## src/rtl/tmr_pkg.sv

```systemverilog
package tmr_pkg;
  localparam int unsigned ADDR_W = 4;

  localparam logic [ADDR_W-1:0] A_CTRL = 4'd0;
  localparam logic [ADDR_W-1:0] A_PSC  = 4'd1;
  localparam logic [ADDR_W-1:0] A_ARR  = 4'd2;
  localparam logic [ADDR_W-1:0] A_STAT = 4'd3;
  localparam logic [ADDR_W-1:0] A_IEN  = 4'd4;
  localparam logic [ADDR_W-1:0] A_CFG  = 4'd5;
  localparam logic [ADDR_W-1:0] A_CNT  = 4'd6;
  localparam logic [ADDR_W-1:0] A_CMP0 = 4'd8;

  typedef enum logic [1:0] {
    EDGE_NONE = 2'b00,
    EDGE_RISE = 2'b01,
    EDGE_FALL = 2'b10,
    EDGE_BOTH = 2'b11
  } edge_sel_e;

  // 3-bit per-channel setup: [2:1] edge select, [0] capture mode
  typedef struct packed {
    edge_sel_e edge_sel;
    logic      cap_mode;
  } ch_cfg_t;
endpackage

```

## src/rtl/tmr_prescaler.sv

```systemverilog
module tmr_prescaler #(
  parameter int unsigned W = 16
) (
  input  logic         clk,
  input  logic         rst_n,
  input  logic         en,
  input  logic [W-1:0] psc,
  output logic         tick
);
  logic [W-1:0] pcnt;

  assign tick = en && (pcnt >= psc);

  always_ff @(posedge clk) begin
    if (!rst_n)      pcnt <= '0;
    else if (en) begin
      if (pcnt >= psc) pcnt <= '0;
      else             pcnt <= pcnt + 1'b1;
    end
  end


  tick_wrap_chk: assert property (@(posedge clk) disable iff (!rst_n)
    tick |=> (pcnt == '0));


  psc_hold_chk: assert property (@(posedge clk) disable iff (!rst_n)
    !en |=> $stable(pcnt));
endmodule

```

## src/rtl/tmr_counter.sv

```systemverilog
module tmr_counter #(
  parameter int unsigned W = 16
) (
  input  logic         clk,
  input  logic         rst_n,
  input  logic         en,
  input  logic         tick,
  input  logic [W-1:0] arr,
  output logic [W-1:0] cnt,
  output logic         upd
);
  // >= so that a limit lowered while stopped still wraps cleanly
  assign upd = en && tick && (cnt >= arr);

  always_ff @(posedge clk) begin
    if (!rst_n)            cnt <= '0;
    else if (en && tick) begin
      if (cnt >= arr)      cnt <= '0;
      else                 cnt <= cnt + 1'b1;
    end
  end


  wrap_chk: assert property (@(posedge clk) disable iff (!rst_n)
    upd |=> (cnt == '0));


  cnt_hold_chk: assert property (@(posedge clk) disable iff (!rst_n)
    !en |=> $stable(cnt));
endmodule

```

## src/rtl/tmr_channel.sv

```systemverilog
module tmr_channel
  import tmr_pkg::*;
#(
  parameter int unsigned W = 16
) (
  input  logic         clk,
  input  logic         rst_n,
  input  ch_cfg_t      cfg,
  input  logic [W-1:0] cnt,
  input  logic         upd,
  input  logic         running,
  input  logic         cmp_wr,
  input  logic [W-1:0] cmp_wdata,
  input  logic         cap_in,
  output logic [W-1:0] cmp_act,
  output logic         pwm,
  output logic         cap_evt
);
  logic [W-1:0] cmp_pre;
  logic         sync1, sync2, sync_d;
  logic         rise, fall;

  always_ff @(posedge clk) begin
    if (!rst_n) begin
      sync1  <= 1'b0;
      sync2  <= 1'b0;
      sync_d <= 1'b0;
    end else begin
      sync1  <= cap_in;
      sync2  <= sync1;
      sync_d <= sync2;
    end
  end

  assign rise    = sync2 & ~sync_d;
  assign fall    = ~sync2 & sync_d;
  assign cap_evt = cfg.cap_mode &&
                   ((cfg.edge_sel[0] && rise) || (cfg.edge_sel[1] && fall));

  always_ff @(posedge clk) begin
    if (!rst_n) begin
      cmp_pre <= '0;
      cmp_act <= '0;
    end else begin
      if (cmp_wr) cmp_pre <= cmp_wdata;
      if (cap_evt)
        cmp_act <= cnt;
      else if (!cfg.cap_mode && (upd || !running))
        cmp_act <= cmp_wr ? cmp_wdata : cmp_pre;
    end
  end

  assign pwm = !cfg.cap_mode && (cnt < cmp_act);


  cap_latch_chk: assert property (@(posedge clk) disable iff (!rst_n)
    cap_evt |=> (cmp_act == $past(cnt)));
endmodule

```

## src/rtl/tmr_top.sv

```systemverilog
module tmr_top
  import tmr_pkg::*;
#(
  parameter int unsigned NCH = 4,
  parameter int unsigned W   = 16
) (
  input  logic              clk,
  input  logic              rst_n,
  input  logic              reg_wr,
  input  logic [ADDR_W-1:0] reg_addr,
  input  logic [W-1:0]      reg_wdata,
  output logic [W-1:0]      reg_rdata,
  input  logic [NCH-1:0]    cap_in,
  output logic [NCH-1:0]    pwm_out,
  output logic              irq,
  output logic              dma_req
);
  localparam int unsigned CAP0  = 1;
  localparam int unsigned OVF0  = 1 + NCH;
  localparam int unsigned ST_W  = 1 + 2 * NCH;
  localparam int unsigned CFG_W = 3 * NCH;
  localparam int unsigned IEN_W = 2 + NCH;

  logic             en;
  logic [W-1:0]     psc_pre, psc_act, arr_pre, arr_act;
  logic [IEN_W-1:0] ien;
  logic [CFG_W-1:0] cfg_r;
  logic [ST_W-1:0]  stat, st_set, st_clr;
  logic             tick, upd;
  logic [W-1:0]     cnt;
  logic [NCH-1:0]   cap_evt;
  logic [W-1:0]     cmp_act [NCH];

  logic wr_ctrl, wr_psc, wr_arr, wr_stat, wr_ien, wr_cfg;
  assign wr_ctrl = reg_wr && (reg_addr == A_CTRL);
  assign wr_psc  = reg_wr && (reg_addr == A_PSC);
  assign wr_arr  = reg_wr && (reg_addr == A_ARR);
  assign wr_stat = reg_wr && (reg_addr == A_STAT);
  assign wr_ien  = reg_wr && (reg_addr == A_IEN);
  assign wr_cfg  = reg_wr && (reg_addr == A_CFG);

  always_ff @(posedge clk) begin
    if (!rst_n) begin
      en      <= 1'b0;
      psc_pre <= '0;
      psc_act <= '0;
      arr_pre <= '0;
      arr_act <= '0;
      ien     <= '0;
      cfg_r   <= '0;
    end else begin
      if (wr_ctrl) en      <= reg_wdata[0];
      if (wr_psc)  psc_pre <= reg_wdata;
      if (wr_arr)  arr_pre <= reg_wdata;
      if (wr_ien)  ien     <= reg_wdata[IEN_W-1:0];
      if (wr_cfg)  cfg_r   <= reg_wdata[CFG_W-1:0];
      if (upd || !en) begin
        psc_act <= wr_psc ? reg_wdata : psc_pre;
        arr_act <= wr_arr ? reg_wdata : arr_pre;
      end
    end
  end

  tmr_prescaler #(.W(W)) u_psc (
    .clk(clk), .rst_n(rst_n), .en(en), .psc(psc_act), .tick(tick)
  );

  tmr_counter #(.W(W)) u_cnt (
    .clk(clk), .rst_n(rst_n), .en(en), .tick(tick), .arr(arr_act),
    .cnt(cnt), .upd(upd)
  );

  for (genvar c = 0; c < NCH; c++) begin : g_ch
    tmr_channel #(.W(W)) u_ch (
      .clk      (clk),
      .rst_n    (rst_n),
      .cfg      (ch_cfg_t'(cfg_r[3*c +: 3])),
      .cnt      (cnt),
      .upd      (upd),
      .running  (en),
      .cmp_wr   (reg_wr && (reg_addr == A_CMP0 + ADDR_W'(c))),
      .cmp_wdata(reg_wdata),
      .cap_in   (cap_in[c]),
      .cmp_act  (cmp_act[c]),
      .pwm      (pwm_out[c]),
      .cap_evt  (cap_evt[c])
    );
  end

  always_comb begin
    st_clr = wr_stat ? reg_wdata[ST_W-1:0] : '0;
    st_set = '0;
    st_set[0] = upd;
    for (int c = 0; c < NCH; c++) begin
      st_set[CAP0+c] = cap_evt[c];
      st_set[OVF0+c] = cap_evt[c] && stat[CAP0+c] && !st_clr[CAP0+c];
    end
  end

  always_ff @(posedge clk) begin
    if (!rst_n) begin
      stat    <= '0;
      dma_req <= 1'b0;
    end else begin
      stat    <= (stat & ~st_clr) | st_set;
      dma_req <= upd && ien[1];
    end
  end

  assign irq = (stat[0] && ien[0])
             | (|(stat[CAP0 +: NCH] & ien[2 +: NCH]))
             | (|(stat[OVF0 +: NCH] & ien[2 +: NCH]));

  always_comb begin
    reg_rdata = '0;
    case (reg_addr)
      A_CTRL: reg_rdata[0]         = en;
      A_PSC:  reg_rdata            = psc_act;
      A_ARR:  reg_rdata            = arr_act;
      A_STAT: reg_rdata[ST_W-1:0]  = stat;
      A_IEN:  reg_rdata[IEN_W-1:0] = ien;
      A_CFG:  reg_rdata[CFG_W-1:0] = cfg_r;
      A_CNT:  reg_rdata            = cnt;
      default: begin
        for (int c = 0; c < NCH; c++)
          if (reg_addr == A_CMP0 + ADDR_W'(c)) reg_rdata = cmp_act[c];
      end
    endcase
  end


  upd_flag_chk: assert property (@(posedge clk) disable iff (!rst_n)
    upd |=> stat[0]);


  stat_clr_chk: assert property (@(posedge clk) disable iff (!rst_n)
    (wr_stat && reg_wdata[0] && !upd) |=> !stat[0]);

  for (genvar c = 0; c < NCH; c++) begin : g_chk

    ovf_set_chk: assert property (@(posedge clk) disable iff (!rst_n)
      (cap_evt[c] && stat[CAP0+c] && !(wr_stat && reg_wdata[CAP0+c]))
        |=> stat[OVF0+c]);
  end
endmodule

```

## config.mk

```make
export PLATFORM = sky130hd
export DESIGN_NAME = tmr_top
export DESIGN_NICKNAME = d
export VERILOG_FILES = /design/src/rtl/tmr_pkg.sv /design/src/rtl/tmr_prescaler.sv /design/src/rtl/tmr_counter.sv /design/src/rtl/tmr_channel.sv /design/src/rtl/tmr_top.sv
export SDC_FILE = /design/constraint.sdc
export NUM_CORES = 1
export LEC_CHECK = 0
export CORE_MARGIN = 8
export CORE_UTILIZATION = 62
export DETAILED_ROUTE_END_ITERATION = 10
export PLACE_DENSITY = 0.81
export SLEW_MARGIN = 20
export SYNTH_ARGS = -nofsm -noshare
export SYNTH_HDL_FRONTEND = slang
export SYNTH_SLANG_ARGS = --single-unit
```

## constraint.sdc

```tcl
create_clock -name clk -period 2.9 [get_ports clk]
set_input_delay 0.435 -clock clk [delete_from_list [all_inputs] [get_ports clk]]
set_output_delay 0.435 -clock clk [all_outputs]
set_load 0.02 [all_outputs]
```

==> results.toml, run 1 <==
[status]
run_status = "complete, no violations"

[worst_setup_path]
timing_worst_setup_path_type = "flip-flop to output pin"
timing.critical_path.required_ns = 2.47
cp_slowest_stage_delay_ns = 0.37
crit_path_cell_trace = "ha_1 -> a21o_1 -> a21o_1 -> a21oi_1 -> o21a_1 -> o21ai_1 -> a21oi_1 -> buf_4"
critical_path.endpoint_type = "output pin"
crit_fanout = 7
cp_data_arrival_time_ns = 2.42
startpoint_kind_of_the_worst_setup_timing_path = "flip-flop"
critPathSlowestCell = "sky130_fd_sc_hd__dfxtp_4"

[place]
gp_routability_congestion = 0.945
placement.setup.worst_slack_ns = -0.178
dp_cells = 2075
detailed_place.area_um2 = 16100
place.port_buffers = 48
detailedPlacementHpwl_mm = 31.9

[min_path]
min-delay-path-class = "primary input to flip-flop"

[routing]
wirelength_mm = 45.1
drtIter0Drc = 1383
routed-via-count = 13100
drc_errors = 0
route.detailed.wl_per_inst_um = 21.2
drt-vias-per-instance = 6.16
detail_route.first_pass.iterations = 6
route.antenna.remaining_nets = 0

[cts]
cts_buffers = 29
cts.htree.levels = 1
post_cts.repair.setup_buffers = 0
insertion_delay_ns = 0.57
cts.path.max_buffers = 3
post_cts_hold_buffer_count = 0
cts_tree = "done"
clockRootBuffer = "sky130_fd_sc_hd__clkbuf_16"
clock_slew_at_reported_path_ffs_ns = 0.07
cts.sinks = 265

[cells_and_area]
post-route-cell-area_um2 = 17100
multi_input_comb_area_um2 = 8220
num-nets-final = 1908
syn2layout_area_growth_pct = 18.4
count_of_antenna_diodes_in_the_layout = 0
fill_cells = 1739
seqCellArea_um2 = 5310
final_cells = 2129
post_route_cells_drive_above_1_share_pct = 14.6

[synthesis]
syn_area_um2 = 14400
syn_avg_cell_area_um2 = 8.54
netlist.area_leader.share_pct = 36.8
synthCells = 1689
synth_enable_flop_cells = 0
asyncSetResetFlopFracSynth_pct = 0
mappedNetlistNets = 1810
synth.area.top_cells = "sky130_fd_sc_hd__dfxtp_1, sky130_fd_sc_hd__ha_1, sky130_fd_sc_hd__nand2_1"
synth_warnings = 0
sequential_to_total_area_share_from_yosys_stat_pct = 36.8
yosys.area.top_type = "sky130_fd_sc_hd__dfxtp_1"
netlist-cell-type-count = 58
yosys_register_bits = 265
postSynth.topFlopCell = "sky130_fd_sc_hd__dfxtp_1"

[sta]
whs_ns = 0.339
slew_viol_final = 0
relSlewSlack_pct = 52.3
fmax_mhz = 350
timing.final.crit_period_ns = 2.85
worst_slack_ns = 0.0461
worst_slew_pin_slew_ns = 0.713
fin_skew_ns = 0.0260
setup_viol = 0
timing.final.hold_violations = 0
period_share_pct = 98.4
unrepaired_setup_endpoints_after_global_routing = "false"

[grt]
grt_max_degree = 124
grtUsageTotal_pct = 31.2
grt_antenna_before_repair = 0
first_global_vias = 12600
first_pass_grt_wire_length_mm = 70.0
grt_overflow = 0

[floorplan]
floorplan.initialDensity_pct = 62.2
core_area_um2 = 23200
die_area_um2 = 28400
core.rowCount = 56
die_w_um = 169
chipHeight_um = 169
num_io_pins = 49

[pwr]
ir_worst_vdd_v = 0.000555
p_per_area_nw_per_um2 = 482
leakage_nw = 7.07
totalPowerFinal_mw = 8.23

[job]
drv.max_cap_violation_count = 0
==> metrics by stage <==
stage / utilization (%) / TNS, ns
after CTS: 73.6 / -0.156
after global routing: 73.6 / 0
after global placement: 69.4 / -1.68
final: 73.6 / 0
after floorplan: - / 0
after detailed placement: 69.4 / -1.95
==> critical path, delay by kind of cell (launching register included) <==
kind	cells	cell delay, ns
AO/OA/AOI/OAI	6	1.00
flip-flops	1	0.37
adder cells (fa/ha/maj)	1	0.29
buffers and inverters	1	0.18
==> cell type report <==
cell class | count | share of cell area [%]
Inverter | 103 | 2.26
Clock inverter | 6 | 0.806
Tap cell | 319 | 2.34
Multi-Input combinational cell | 1190 | 48.1
Clock buffer | 48 | 5.02
Sequential cell | 265 | 31.1
Timing Repair Buffer | 198 | 10.3
==> flip-flops by register name, summed over array words and instances, names as in the netlist <==
signal and cells:
u_cnt.cnt 16, g_ch.u_ch.cmp_pre 64, g_ch.u_ch.sync2 4, psc_pre 16, u_psc.pcnt 16, arr_pre 16
g_ch.u_ch.sync1 4, g_ch.u_ch.sync_d 4, en 1, arr_act 16, psc_act 16, cfg_r 12
g_ch.u_ch.cmp_act 64, dma_req 1, ien 6, stat 9
==> cells by family (layout without fill, tap and decap cells) <==
kind of cell               count (synthesis)  after routing  synth area share (%)
xor gates and xnor gates                  11             11                 0.668
DFF                                      265            265                  36.8
buffers and inverters                    234            355                  6.61
muxes                                    122            122                  10.4
and+or+nand+nor                          577            577                  19.2
AOI/OAI and AO/OA                        386            386                  18.2
adders and majority gates                 94             94                  8.15
==> worst paths after layout <==
kind,from,end,slack [ns],cells after the start
max,u_cnt.cnt[1],pwm_out[1],0.05,8
min,reg_wr,cfg_r[5],0.34,3
max reg2reg,u_cnt.cnt[10],u_cnt.cnt[14],0.17,11
min reg2reg,g_ch[2].u_ch.sync1,g_ch[2].u_ch.sync2,0.44,1
==> layer usage <==
layer | wire, um | track usage (%) | share of wire [%] | vias up
li1 | - | - | - | 6095
met1 | 18900 | 41.0 | 42 | 6300
met2 | 20500 | 50.2 | 46 | 606
met3 | 4040 | 5.40 | 9.0 | 124
met4 | 1680 | 12.4 | 3.7 | 0
met5 | 0 | 0 | 0 | -
==> repair_timing <==
action | 4_1_cts | 5_1_grt
cloned | 0 | 0
pin swaps | 2 | 2
resized for setup | 42 | 15
endpoints found under the setup margin | 26 | 14
==> Yosys cell counts, drive strengths merged (14+ instances only) <==
cell type / number
a21boi: 56
a21o: 18
a21oi: 58
a22oi: 18
and2: 51
and3: 14
buf: 31
clkbuf: 100
dfxtp: 265
ha: 94
inv: 103
mux2: 32
mux2i: 80
nand2: 270
nand3: 67
nand4: 14
nor2: 43
nor2b: 79
o2111ai: 64
o21a: 18
o21ai: 99
o22ai: 15
==> where the power goes <==
| group | internal (mW) | switching [mW] |
|---|---|---|
| registers | 3.68 | 0.0341 |
| clock network | 2.36 | 1.52 |
| logic | 0.256 | 0.380 |
==> cell usage in the layout, fill, tap and decap left out, drive strengths merged, types with 56 or more instances in the layout <==
cell type  instances
nand3             67
ha                94
dfxtp            265
a21oi             58
a21boi            56
buf              155
inv              104
o21ai             99
nor2b             79
mux2i             80
o2111ai           64
nand2            270
Power figures use the tool's default switching activity.
==> inputs of run 2 (changes only) <==
--- a/config.mk
+++ b/config.mk
@@ -9,6 +9,7 @@
 export CORE_UTILIZATION = 62
 export DETAILED_ROUTE_END_ITERATION = 10
 export PLACE_DENSITY = 0.81
+export SETUP_SLACK_MARGIN = 0.4
 export SLEW_MARGIN = 20
 export SYNTH_ARGS = -nofsm -noshare
 export SYNTH_HDL_FRONTEND = slang
==> run 2 against run 1 <==
  * Wire length is 13% higher
  * Flip-flop and latch count stayed put
  * Maximum frequency rose by 3.3%
  * Critical endpoint unchanged
  * Largest power group is now registers
  * Highest routed layer unchanged
==> results.toml, run 2 (synthesis results as in run 1) <==
[status]
run_status = "complete, no violations"

[cts]
cts_buffers = 28
cts.sinks = 265
clockRootBuffer = "sky130_fd_sc_hd__clkbuf_16"
insertion_delay_ns = 0.56
cts_tree = "done"
cts.path.max_buffers = 3
clock_slew_at_reported_path_ffs_ns = 0.07
cts.htree.levels = 1

[cells_and_area]
post-route-cell-area_um2 = 18300
fill_cells = 1453
mostFrequentLayoutCell = "sky130_fd_sc_hd__nand2_1"
final_cell_mix = "sky130_fd_sc_hd__nand2_1, sky130_fd_sc_hd__dfxtp_1, sky130_fd_sc_hd__buf_4"
layout_top_registers = "g_ch.u_ch.cmp_act (64), g_ch.u_ch.cmp_pre (64)"
post_route_cells_drive_above_1_share_pct = 24.5
num-nets-final = 1942
syn2layout_area_growth_pct = 26.9

[floorplan]
die_area_um2 = 28400
chipHeight_um = 169
core_area_um2 = 23200
floorplan.initialDensity_pct = 62.2
core.rowCount = 56
num_io_pins = 49
die_w_um = 169

[worst_setup_path]
worst_reg_to_reg_setup_slack_ns = 0.29
worstReg2RegStart = "u_cnt.cnt[4]"
cp_slowest_stage_delay_ns = 0.44
critical_path_s_top_delay_family = "compound AO/OA/AOI/OAI gates"
critPathSlowestCell = "sky130_fd_sc_hd__dfxtp_4"
rr_endpoint = "g_ch[0].u_ch.cmp_act[6]"
timing_worst_setup_path_type = "flip-flop to output pin"
timing.critical_path.required_ns = 2.47
startpoint_kind_of_the_worst_setup_timing_path = "flip-flop"
critical_path.endpoint_type = "output pin"
worst-r2r-cell-count = 12
crit_path_cell_trace = "ha_4 -> a21o_1 -> a21o_1 -> a21oi_2 -> o21a_1 -> o21ai_2 -> a21oi_2 -> buf_4"
crit_fanout = 7
timing.critical_path.buf_inv = 1
cp_data_arrival_time_ns = 2.33

[min_path]
hold_path_startpoint = "reg_wr"
hold_end = "arr_pre[4]"
min-delay-path-class = "primary input to flip-flop"
min_path_cells = 3

[sta]
slew_viol_final = 0
period_share_pct = 95.3
worst_slew_pin_slew_ns = 0.835
fmax_mhz = 362
setup_viol = 0
timing.final.crit_period_ns = 2.76
relSlewSlack_pct = 44.3
worst_slack_ns = 0.137
fin_skew_ns = 0.0260
timing.final.hold_violations = 0
unrepaired_setup_endpoints_after_global_routing = "true"

[pwr]
share_clk_of_total_power_pct = 45.0
combinationalPowerShare_pct = 9.3
ir_worst_vdd_v = 0.000553
p_per_area_nw_per_um2 = 444
switching_share_pct = 24.5
intPower_mw = 6.14
power_frac_seq_pct = 45.7
leakage_nw = 7.49
power.switching_mw = 1.99

[grt]
grt_antenna_before_repair = 0
first_pass_grt_wire_length_mm = 72.9
grtUsageTotal_pct = 32.4
first_global_vias = 13100
grt_overflow = 0
grt_max_degree = 138

[place]
gp_routability_congestion = 0.926
detailedPlacementHpwl_mm = 31.7
detailed_place.area_um2 = 15900
place.port_buffers = 48
placement.setup.worst_slack_ns = -0.246

[job]
drv.max_cap_violation_count = 0

[routing]
route.antenna.remaining_nets = 0
routed-via-count = 13900
drc_errors = 0
drtIter0Drc = 1796
wirelength_mm = 50.9
route.detailed.wl_per_inst_um = 23.6
detail_route.first_pass.iterations = 6
drt-vias-per-instance = 6.44
run 2: changes by cell type in the layout (fill, tap and decap cells not counted), sizes merged:
cell and change:
bufinv -1, buf +28, clkinvlp +3, dlygate4sd2 -9, clkbuf +5, inv -1
clkinv +6, clkdlybuf4s15 +3, diode +1, clkdlybuf4s50 -4
run 2: what timing repair did:
action | CTS | global route
gates resized for setup | 144 | 183
hold buffers | 0 | 0
buffers inserted | 26 | 19
hold endpoints to repair | 0 | 0
setup endpoints to repair | 148 | 142
pin swaps | 35 | 50
cloned | 6 | 10
run 2: area by class of cell:
cell class / count / area [um^2] / share of cell area, %
Timing Repair Buffer: 233 / 2360 / 12.9
Inverter: 103 / 387 / 2.11
Antenna cell: 1 / 2.50 / 0.0137
Multi-Input combinational cell: 1190 / 8860 / 48.4
Tap cell: 319 / 399 / 2.18
Sequential cell: 265 / 5370 / 29.3
Clock inverter: 13 / 159 / 0.868
Clock buffer: 36 / 771 / 4.21
run 2: worst max path at each step:
stage | start | end | slack (ns) | cells past startpoint
after floorplan | u_cnt.cnt[0] | arr_act[0] | 0.41 | 12
after global placement | reg_addr[1] | reg_rdata[13] | -0.22 | 9
after detailed placement | reg_addr[1] | reg_rdata[13] | -0.25 | 9
after CTS | u_cnt.cnt[1] | pwm_out[1] | 0.17 | 8
after global routing | g_ch[1].u_ch.cmp_act[2] | pwm_out[1] | 0.11 | 8
final | u_cnt.cnt[1] | pwm_out[1] | 0.14 | 8
run 2: metal layers:
layer | vias to the layer above | part of all wire (%) | GRT usage [%]
met5 | - | 0 | 0
met4 | 0 | 5.5 | 14.8
met3 | 225 | 10 | 5.78
met2 | 897 | 45 | 52.0
met1 | 6616 | 39 | 41.9
li1 | 6174 | - | -
run 2: worst register-to-register path, cell delays in order, from the launching register on:
cell	delay [ns]
sky130_fd_sc_hd__dfxtp_1	0.53
sky130_fd_sc_hd__ha_1	0.24
sky130_fd_sc_hd__a21oi_2	0.06
sky130_fd_sc_hd__o21ai_1	0.18
sky130_fd_sc_hd__a2111o_1	0.19
sky130_fd_sc_hd__a31oi_2	0.05
sky130_fd_sc_hd__buf_6	0.16
sky130_fd_sc_hd__buf_6	0.12
sky130_fd_sc_hd__o41ai_4	0.34
sky130_fd_sc_hd__buf_4	0.22
sky130_fd_sc_hd__buf_12	0.15
sky130_fd_sc_hd__o2111ai_1	0.15
sky130_fd_sc_hd__o21ai_1	0.14
run 2: power by group through the flow:
stage / Clock [mW] / Combinational [mW] / Sequential, mW
floorplan: 0 / 0.361 / 3.78
global placement: 0 / 0.605 / 3.80
detailed placement: 0 / 0.613 / 3.80
CTS: 3.68 / 0.681 / 3.71
global route: 3.85 / 0.794 / 3.71
finish: 3.66 / 0.759 / 3.71
run 2: per-stage QoR:
stage	hold slack, ns	cells	TNS [ns]	power [mW]	utilization, %
finish	0.384	2160	0	8.13	79.0
global route	0.414	2159	0	8.36	78.9
CTS	0.362	2130	0	8.07	75.4
detailed placement	0.422	2049	-3.64	4.41	68.7
global placement	0.415	2049	-2.79	4.40	68.7
floorplan	0.412	1689	0	4.14	-
